==> src/rtl/dmairq_pkg.sv <==
package dmairq_pkg;
  localparam int unsigned NUM_KIND = 3;
  localparam int unsigned ADR_W    = 12;

  localparam logic [ADR_W-1:0] OFS_COMBINED = 12'h000;
  localparam logic [ADR_W-1:0] OFS_PRIO     = 12'h688;
  localparam logic [ADR_W-1:0] OFS_BUSY     = 12'h690;

  // kind 0 = transfer done, 1 = error kind 1, 2 = error kind 2
  function automatic logic [ADR_W-1:0] masked_ofs(input int k);
    case (k)
      0:       return 12'h004;
      1:       return 12'h00C;
      default: return 12'h010;
    endcase
  endfunction

  function automatic logic [ADR_W-1:0] enable_ofs(input int k);
    case (k)
      0:       return 12'h018;
      1:       return 12'h020;
      default: return 12'h024;
    endcase
  endfunction

  function automatic logic [ADR_W-1:0] clear_ofs(input int k);
    case (k)
      0:       return 12'h600;
      1:       return 12'h608;
      default: return 12'h610;
    endcase
  endfunction
endpackage

==> src/rtl/dmairq_kind_bank.sv <==
module dmairq_kind_bank
  import dmairq_pkg::*;
#(
  parameter int unsigned NCH    = 16,
  parameter int unsigned DATA_W = 32,
  parameter int          KIND   = 0
) (
  input  logic              clk,
  input  logic              rst_n,
  input  logic [NCH-1:0]    ev,
  input  logic              bus_wr,
  input  logic [ADR_W-1:0]  bus_addr,
  input  logic [DATA_W-1:0] bus_wdata,
  output logic [NCH-1:0]    raw,
  output logic [NCH-1:0]    enable,
  output logic [NCH-1:0]    masked
);
  localparam logic [ADR_W-1:0] CLR_A = clear_ofs(KIND);
  localparam logic [ADR_W-1:0] ENA_A = enable_ofs(KIND);

  logic [NCH-1:0] clr_vec;
  logic [NCH-1:0] raw_q, ena_q;

  assign clr_vec = (bus_wr && bus_addr == CLR_A) ? bus_wdata[NCH-1:0] : '0;

  // set has priority over clear on the same bit
  always_ff @(posedge clk or negedge rst_n) begin
    if (!rst_n) raw_q <= '0;
    else        raw_q <= (raw_q & ~clr_vec) | ev;
  end

  always_ff @(posedge clk or negedge rst_n) begin
    if (!rst_n)                           ena_q <= '0;
    else if (bus_wr && bus_addr == ENA_A) ena_q <= bus_wdata[NCH-1:0];
  end

  assign raw    = raw_q;
  assign enable = ena_q;
  assign masked = raw_q & ena_q;

  a_r3_event_sticks: assert property (@(posedge clk) disable iff (!rst_n)
    (ev != '0) |=> ((raw_q & $past(ev)) == $past(ev)));

  a_r4_clear_takes: assert property (@(posedge clk) disable iff (!rst_n)
    ((clr_vec & ~ev) != '0) |=> ((raw_q & $past(clr_vec & ~ev)) == '0));
endmodule

==> src/rtl/dmairq_readmux.sv <==
module dmairq_readmux
  import dmairq_pkg::*;
#(
  parameter int unsigned NCH    = 16,
  parameter int unsigned DATA_W = 32
) (
  input  logic [ADR_W-1:0]             addr,
  input  logic [NUM_KIND-1:0][NCH-1:0] raw,
  input  logic [NUM_KIND-1:0][NCH-1:0] enable,
  input  logic [NUM_KIND-1:0][NCH-1:0] masked,
  input  logic [NCH-1:0]               combined,
  input  logic [NCH-1:0]               busy,
  input  logic [DATA_W-1:0]            prio,
  output logic [DATA_W-1:0]            rdata
);
  always_comb begin
    rdata = '0;
    if (addr == OFS_COMBINED) rdata[NCH-1:0] = combined;
    if (addr == OFS_BUSY)     rdata[NCH-1:0] = busy;
    if (addr == OFS_PRIO)     rdata          = prio;
    for (int k = 0; k < NUM_KIND; k++) begin
      if (addr == masked_ofs(k)) rdata[NCH-1:0] = masked[k];
      if (addr == enable_ofs(k)) rdata[NCH-1:0] = enable[k];
      if (addr == clear_ofs(k))  rdata[NCH-1:0] = raw[k];
    end
  end
endmodule

==> src/rtl/dma_event_irq_hub.sv <==
module dma_event_irq_hub
  import dmairq_pkg::*;
#(
  parameter int unsigned NCH    = 16,
  parameter int unsigned DATA_W = 32
) (
  input  logic              clk,
  input  logic              rst_n,
  input  logic [NCH-1:0]    done_pulse,
  input  logic [NCH-1:0]    err1_pulse,
  input  logic [NCH-1:0]    err2_pulse,
  input  logic [NCH-1:0]    chan_busy,
  input  logic              bus_wr,
  input  logic [ADR_W-1:0]  bus_addr,
  input  logic [DATA_W-1:0] bus_wdata,
  output logic [DATA_W-1:0] bus_rdata,
  output logic              irq_out
);
  logic [NUM_KIND-1:0][NCH-1:0] ev_all, raw_all, ena_all, msk_all;
  logic [NCH-1:0]    status_w;
  logic [DATA_W-1:0] prio_q;
  logic              irq_q;

  assign ev_all[0] = done_pulse;
  assign ev_all[1] = err1_pulse;
  assign ev_all[2] = err2_pulse;

  for (genvar k = 0; k < NUM_KIND; k++) begin : g_kind
    dmairq_kind_bank #(.NCH(NCH), .DATA_W(DATA_W), .KIND(k)) u_bank (
      .clk(clk), .rst_n(rst_n), .ev(ev_all[k]),
      .bus_wr(bus_wr), .bus_addr(bus_addr), .bus_wdata(bus_wdata),
      .raw(raw_all[k]), .enable(ena_all[k]), .masked(msk_all[k])
    );
  end

  always_comb begin
    status_w = '0;
    for (int k = 0; k < NUM_KIND; k++) status_w |= msk_all[k];
  end

  always_ff @(posedge clk or negedge rst_n) begin
    if (!rst_n)                              prio_q <= '0;
    else if (bus_wr && bus_addr == OFS_PRIO) prio_q <= bus_wdata;
  end

  always_ff @(posedge clk or negedge rst_n) begin
    if (!rst_n) irq_q <= 1'b0;
    else        irq_q <= |status_w;
  end
  assign irq_out = irq_q;

  dmairq_readmux #(.NCH(NCH), .DATA_W(DATA_W)) u_rmux (
    .addr(bus_addr), .raw(raw_all), .enable(ena_all), .masked(msk_all),
    .combined(status_w), .busy(chan_busy), .prio(prio_q), .rdata(bus_rdata)
  );

  a_r7_irq_lags_status: assert property (@(posedge clk) disable iff (!rst_n)
    rst_n |=> (irq_out == $past(|status_w)));

  a_r5_zero_mask_blocks: assert property (@(posedge clk) disable iff (!rst_n)
    (bus_wr && bus_addr == enable_ofs(0) && bus_wdata[NCH-1:0] == '0)
      |=> (msk_all[0] == '0));

  a_r8_prio_holds: assert property (@(posedge clk) disable iff (!rst_n)
    !(bus_wr && bus_addr == OFS_PRIO) |=> $stable(prio_q));
endmodule

==> config.mk <==
export PLATFORM = sky130hd
export DESIGN_NAME = dma_event_irq_hub
export DESIGN_NICKNAME = d
export VERILOG_FILES = /design/src/rtl/dmairq_pkg.sv /design/src/rtl/dmairq_kind_bank.sv /design/src/rtl/dmairq_readmux.sv /design/src/rtl/dma_event_irq_hub.sv
export SDC_FILE = /design/constraint.sdc
export NUM_CORES = 1
export LEC_CHECK = 0
export BUFFER_PORTS_ARGS = -buffer_cell sky130_fd_sc_hd__buf_2
export CAP_MARGIN = 10
export CORE_MARGIN = 2
export CORE_UTILIZATION = 53
export CTS_BUF_LIST = sky130_fd_sc_hd__clkbuf_4
export DETAILED_ROUTE_END_ITERATION = 10
export PLACE_DENSITY = 0.84
export SYNTH_ARGS = -nofsm -noshare
export SYNTH_HDL_FRONTEND = slang
export SYNTH_HIERARCHICAL = 1
export SYNTH_SLANG_ARGS = --single-unit
==> constraint.sdc <==
create_clock -name clk -period 2.4 [get_ports clk]
set_input_delay 0.24 -clock clk [delete_from_list [all_inputs] [get_ports clk]]
set_output_delay 0.24 -clock clk [all_outputs]
set_load 0.005 [all_outputs]
After elaboration in Yosys (flattened, before gate mapping)
Index checks and enable logic that the tools add are counted.

word-level totals
  bits in registers = 129
  bits of input ports = 111

cells by class
  equality and inequality tests = 11
  reductions and logical operators = 9
  bitwise operators = 14
  muxes and demuxes = 15

operator list
  kind                    count
  $mux W16                14
  $and A16 B16 Y16        6
  $or A16 B16 Y16         5
  $eq A12 B11 Y1 const B  5
  $not A16 Y16            3
  $mux W32                1
  $eq A12 B5 Y1 const B   2
  $eq A12 B6 Y1 const B   2
  $reduce_or A16 Y1       1
  $eq A12 B3 Y1 const B   1
  $eq A12 B4 Y1 const B   1
  $logic_not A12 Y1       1
  $logic_and A1 B1 Y1     7

Depth between registers and ports, before layout
  depth after elaboration = 15
  depth in mapped cells = 9

Modules after synthesis
The synthesis kept the hierarchy.

modules (own cells, without submodules)
  module                                seq. area each (µm²)  area an instance (µm²)  instances  cells each
  dmairq_readmux                        0.0                   2057.0                  1          304
  dmairq_kind_bank at g_kind[1].u_bank  800.8                 1585.3                  1          127
  dmairq_kind_bank at g_kind[0].u_bank  800.8                 1567.8                  1          126
  dmairq_kind_bank at g_kind[2].u_bank  800.8                 1552.7                  1          128
  dma_event_irq_hub                     825.8                 1545.2                  1          95

Least setup slack after synthesis
OpenSTA, ideal clock, no wires.

  kind = input -> output
  from = input port bus_addr[6]
  to = output port bus_rdata[11]
  arrival = 1.977 ns
  required time = 2.160 ns
  path buffers = 3
  stages = 9
  slack = 0.183 ns
  path through = buf_4 -> or4b_1 -> buf_4 -> nor3_4 -> buf_6 -> a221o_1 -> o211ai_1 -> a21o_1 -> a21oi_2

between the ends
  cells in the longest elaborated chain, start to end = 13
  elaborated cells on any way between the ends = 24
  classes of those cells = eq/ne (11); mux (12); reduce/logical (1)

RTL lines
  item                RTL line                 RTL
  start: declaration  dma_event_irq_hub.sv:14  input logic [ADR_W-1:0] bus_addr,
  $logic_not A12 Y1   dmairq_readmux.sv:18     if (addr == OFS_COMBINED) rdata[NCH-1:0] = combined;
  $mux W16            dmairq_readmux.sv:18
  $mux W16            dmairq_readmux.sv:19     if (addr == OFS_BUSY) rdata[NCH-1:0] = busy;
  $mux W32            dmairq_readmux.sv:20     if (addr == OFS_PRIO) rdata = prio;
  $mux W16            dmairq_readmux.sv:22     if (addr == masked_ofs(k)) rdata[NCH-1:0] = masked[k];
  $mux W16            dmairq_readmux.sv:23     if (addr == enable_ofs(k)) rdata[NCH-1:0] = enable[k];
  $mux W16            dmairq_readmux.sv:24     if (addr == clear_ofs(k)) rdata[NCH-1:0] = raw[k];
  $mux W16            dmairq_readmux.sv:22
  $mux W16            dmairq_readmux.sv:23
  $mux W16            dmairq_readmux.sv:24
  $mux W16            dmairq_readmux.sv:22
  $mux W16            dmairq_readmux.sv:23
  $mux W16 *          dmairq_readmux.sv:24
  end: declaration    dma_event_irq_hub.sv:16  output logic [DATA_W-1:0] bus_rdata,

Mark *: on every way between the ends. The rest lies on a longest branch, timed or not.

==> metrics.md <==
| Metric | Value |
|---|---|
| Status | complete, but fails checks |
| Failing checks | setup timing |
| Starting Density | 0.544 |
| PD cells | 355 nW/um2 |
| First-pass GRT wire length | between 40,000 and 50,000 um |
| Clock Root Buffer | clkbuf_4 |
| Vias post-DR | ~9,000 |
| Routed Antenna Nets | 0 |
| R2r setup slk | between 0.3 and 0.4 ns |
| Sequential power share | 0.518 |
| Worst IR drop on VDD | 0.304 mV |
| Synth area leaders | dfrtp_1 (39%), mux2_4 (9.0%), and2_1 (4.9%) |
| RSZ-0062 raised after global routing | true |
| RR Endpoint | irq_out |
| DIE WIDTH | between 100 and 150 um |
| Setup TNS | -3.18 ns |
| Leading area contributor after synthesis | dfrtp_1 |
| Unique cell type count in the Yosys netlist | 70 |
| Hpwl dp | around 21,000 um |
| Int Pwr | 3.08 mW |
| Initial antenna violation count | 4 |
| Slew Limit Fails | 0 |
| Syn Inst Count | between 700 and 800 |
| Row cnt | 45 |
| Number of synthesized flops with an enable pin | 0 |
| Switch Pwr | approximately 1.1 mW |
| Clock transition at path regs | 0.12 ns |
| Syn_nets | 891 |
| CP Max Fanout | 2 |
| Fmax | approximately 0.36 GHz |
| Yosys top cell area share | 0.389 |
| GPL Wtd Cong | roughly 1 |
| IO buf count | between 100 and 150 |
| End point of the critical path | bus_rdata[1] |
| CP startpoint kind | register |
| Final min period | 2.75 ns |
| Clock buffer depth | 2 |
| Synth warn | 6 |
| CP endpoint kind | primary output |
| Comb pwr share | 0.136 |
| Total GRT Usage | 0.389 |
| CP arrival | approximately 2.5 ns |
| Detailed Routing Iterations Pass 1 | 7 |
| Largest net degree at the start of global routing | just over 80 |
| Slew @ Worst Pin | about 0.61 ns |
| Final period util | 1.15 |
| Num Clock Sinks | roughly 130 |
| Share of cells above drive strength 1 | 0.506 |
| Layout area overhead | 43.0% |
| Flops & latches, synth | about 130 |
| Crit path largest cell delay | around 0.4 ns |
| Hold Vio Cnt, Final | 0 |
| Mapped Area | around 8300 um2 |
| Htree depth | 4 |
| Avg WL per Cell | 24.1 um |
| TritonCTS clock tree | built |
| Die ar. | around 17,000 um2 |
| Final setup violation count | 15 |
| Post-Route WL | roughly 33,000 um |
| Max-cap viol count | 0 |
| Reg2reg start | g_kind[2].u_bank/raw[10] |
| Iter 0 DRT Violations | 1,402 |
| Setup Crit Path Kind | reg -> out |
| Number of buffers created by CTS | 17 |
| Syn_area_per_cell | approximately 11 um2 |
| Worst-Skew Late Latency | between 0.5 and 0.6 ns |
| Layout Utilization | 0.779 |
| Final net count | around 1,300 |
| Slew margin rel. | 0.589 |
| Post-synth top flop | dfrtp_1 |
| Worst setup margin | -0.355 ns |
| Worst r2r path cells | 5 |
| Switching Share | 0.269 |
| Clk_skew | approximately 0.013 ns |
| Crit path from | g_kind[0].u_bank/raw[1] |
| Fraction of registers with async set/reset | 1.00 |
| Final global-route overflow total | 0 |
| Hold Path Class | in -> reg |
| CP cell instances | and2_4 > or3_4 > or3b_4 > a2111oi_4 > o21ai_1 > nand4_1 > a21oi_1 > nor2_1 > buf_2 |
| Clock network power share | 0.346 |
| Avg Vias per Cell | approximately 6.5 |
| Residual DRC | 0 |
| Register area share after synthesis | 0.389 |
| Leakage | 5.25 nW |
| Tot Pwr | about 4.2 mW |
| # IOs | 144 |
| Die Y | about 130 um |
| Vias in the first global route | 8,674 |
| Critical Path RT | ~2.2 ns |
| Core area | ~15,000 um2 |
| Crit path max-delay cell type | dfrtp_1 |
[layout make-up]
| class | count | area [um2] |
|---|---|---|
| Sequential cell | 129 | 3230 |
| Fill cell | 949 | 3380 |
| Antenna cell | 2 | 5.00 |
| Clock inverter | 11 | 116 |
| Timing Repair Buffer | 412 | 3010 |
| Multi-Input combinational cell | 581 | 5090 |
| Inverter | 4 | 15.0 |
| Clock buffer | 20 | 150 |
| Tap cell | 211 | 264 |
[worst min path at each step]
stage	startpoint	endpoint	slack (ns)	cells after the start
6_report	bus_wdata[1]	g_kind[1].u_bank/enable[1]	0.04	2
5_1_grt	bus_wdata[0]	prio_q[0]	0.008	2
4_1_cts	bus_wdata[0]	g_kind[0].u_bank/enable[0]	0.005	2
3_5_place_dp	rst_n	g_kind[0].u_bank/raw[1]	0.26	1
3_3_place_gp	rst_n	g_kind[0].u_bank/raw[1]	0.25	1
2_1_floorplan	rst_n	g_kind[0].u_bank/enable[0]	-0.06	0
[per-layer routing]
layer  share of wire  GRT usage  up-vias
met4           0.042      0.145        4
met3            0.13      0.103      140
met2            0.45      0.606      725
met1            0.38      0.524     4294
li1                -          -     3788
met5         0.00076          0        -
[synthesized netlist by cell type, types with 7 or more instances]
library cell / n
dfrtp_1: 129
clkbuf_1: 34
a22oi_1: 11
nand2_1: 21
mux2_1: 9
a21oi_1: 19
nand2b_1: 17
buf_2: 14
o22ai_1: 16
o21ai_0: 16
and2_1: 65
nand3_1: 29
mux2_2: 22
o221ai_1: 10
mux2_4: 50
a21o_1: 39
or3b_2: 19
o41ai_1: 17
a221o_1: 7
nand3b_1: 17
o211ai_1: 9
nor2_1: 17
nor3_1: 8
a222oi_1: 9
or4_1: 37
or3_1: 18
a221oi_1: 27
[critical path, delay by kind of cell, from the launching register on]
family,cells,cell delay (ns)
AO/OA/AOI/OAI,3,0.47
buffers and inverters,1,0.16
flip-flops,1,0.39
AND/OR/NAND/NOR,5,0.94
[cell usage in the layout (no fill, tap or decap), drive strengths merged, types with 4 or more instances in the layout]
| cell | count |
|---|---|
| o221ai | 10 |
| dlygate4sd3 | 65 |
| a222oi | 9 |
| nand3 | 29 |
| or4 | 38 |
| nor4 | 11 |
| o21ai | 17 |
| inv | 4 |
| nor4b | 4 |
| and2 | 66 |
| a21o | 39 |
| a221o | 7 |
| buf | 347 |
| mux2 | 81 |
| a21oi | 20 |
| clkbuf | 20 |
| or3b | 19 |
| o41ai | 17 |
| nand4 | 6 |
| o211ai | 9 |
| clkinv | 6 |
| or4b | 7 |
| a221oi | 27 |
| and3 | 4 |
| nor3 | 15 |
| o22ai | 16 |
| or3 | 18 |
| nand2b | 17 |
| nand2 | 21 |
| nand3b | 17 |
| nor2 | 17 |
| a22oi | 11 |
| dfrtp | 129 |
[flip-flops by register name, summed over array words and instances (netlist names)]
signal	count
prio_q	32
g_kind.u_bank/enable	48
g_kind.u_bank/raw	48
irq_out	1
[stage by stage]
step | hold slack, ns | setup slack (ns) | instances | cell area, um2
4_1_cts | 0.00527 | -0.286 | 1353 | 11700
6_report | 0.0425 | -0.355 | 1370 | 11900
3_5_place_dp | 0.256 | -0.144 | 1188 | 9900
3_3_place_gp | 0.246 | -0.113 | 1188 | 9900
5_1_grt | 0.00802 | -0.448 | 1369 | 11900
2_1_floorplan | -0.0556 | 0.183 | 780 | 8310
[cell families (layout without fill, tap and decap cells)]
family	after synthesis	after routing	synth area share
AO/OA/AOI/OAI	193	193	0.176
XOR/XNOR	1	1	0.00105
buffers and inverters	70	447	0.0501
flip-flops	129	129	0.389
multiplexers	81	81	0.132
other	0	2	0
AND/OR/NAND/NOR	306	306	0.252
[power groups by stage]
stage	registers, mW	logic, mW	clock network [mW]
after CTS	2.19	0.546	1.47
after detailed placement	2.23	0.446	0
final	2.19	0.573	1.46
after floorplan	2.23	0.154	0
after global routing	2.19	0.605	1.58
after global placement	2.23	0.440	0
[repair_timing]
| action | CTS | global route |
|---|---|---|
| hold buffers | 65 | 0 |
| setup buffers | 69 | 15 |
| endpoints found under the hold margin | 101 | 0 |
| gates resized for setup | 87 | 20 |
| pin swaps | 85 | 30 |
| setup endpoints to repair | 16 | 16 |
| gates cloned | 0 | 0 |
Power figures use the tool's default switching activity.
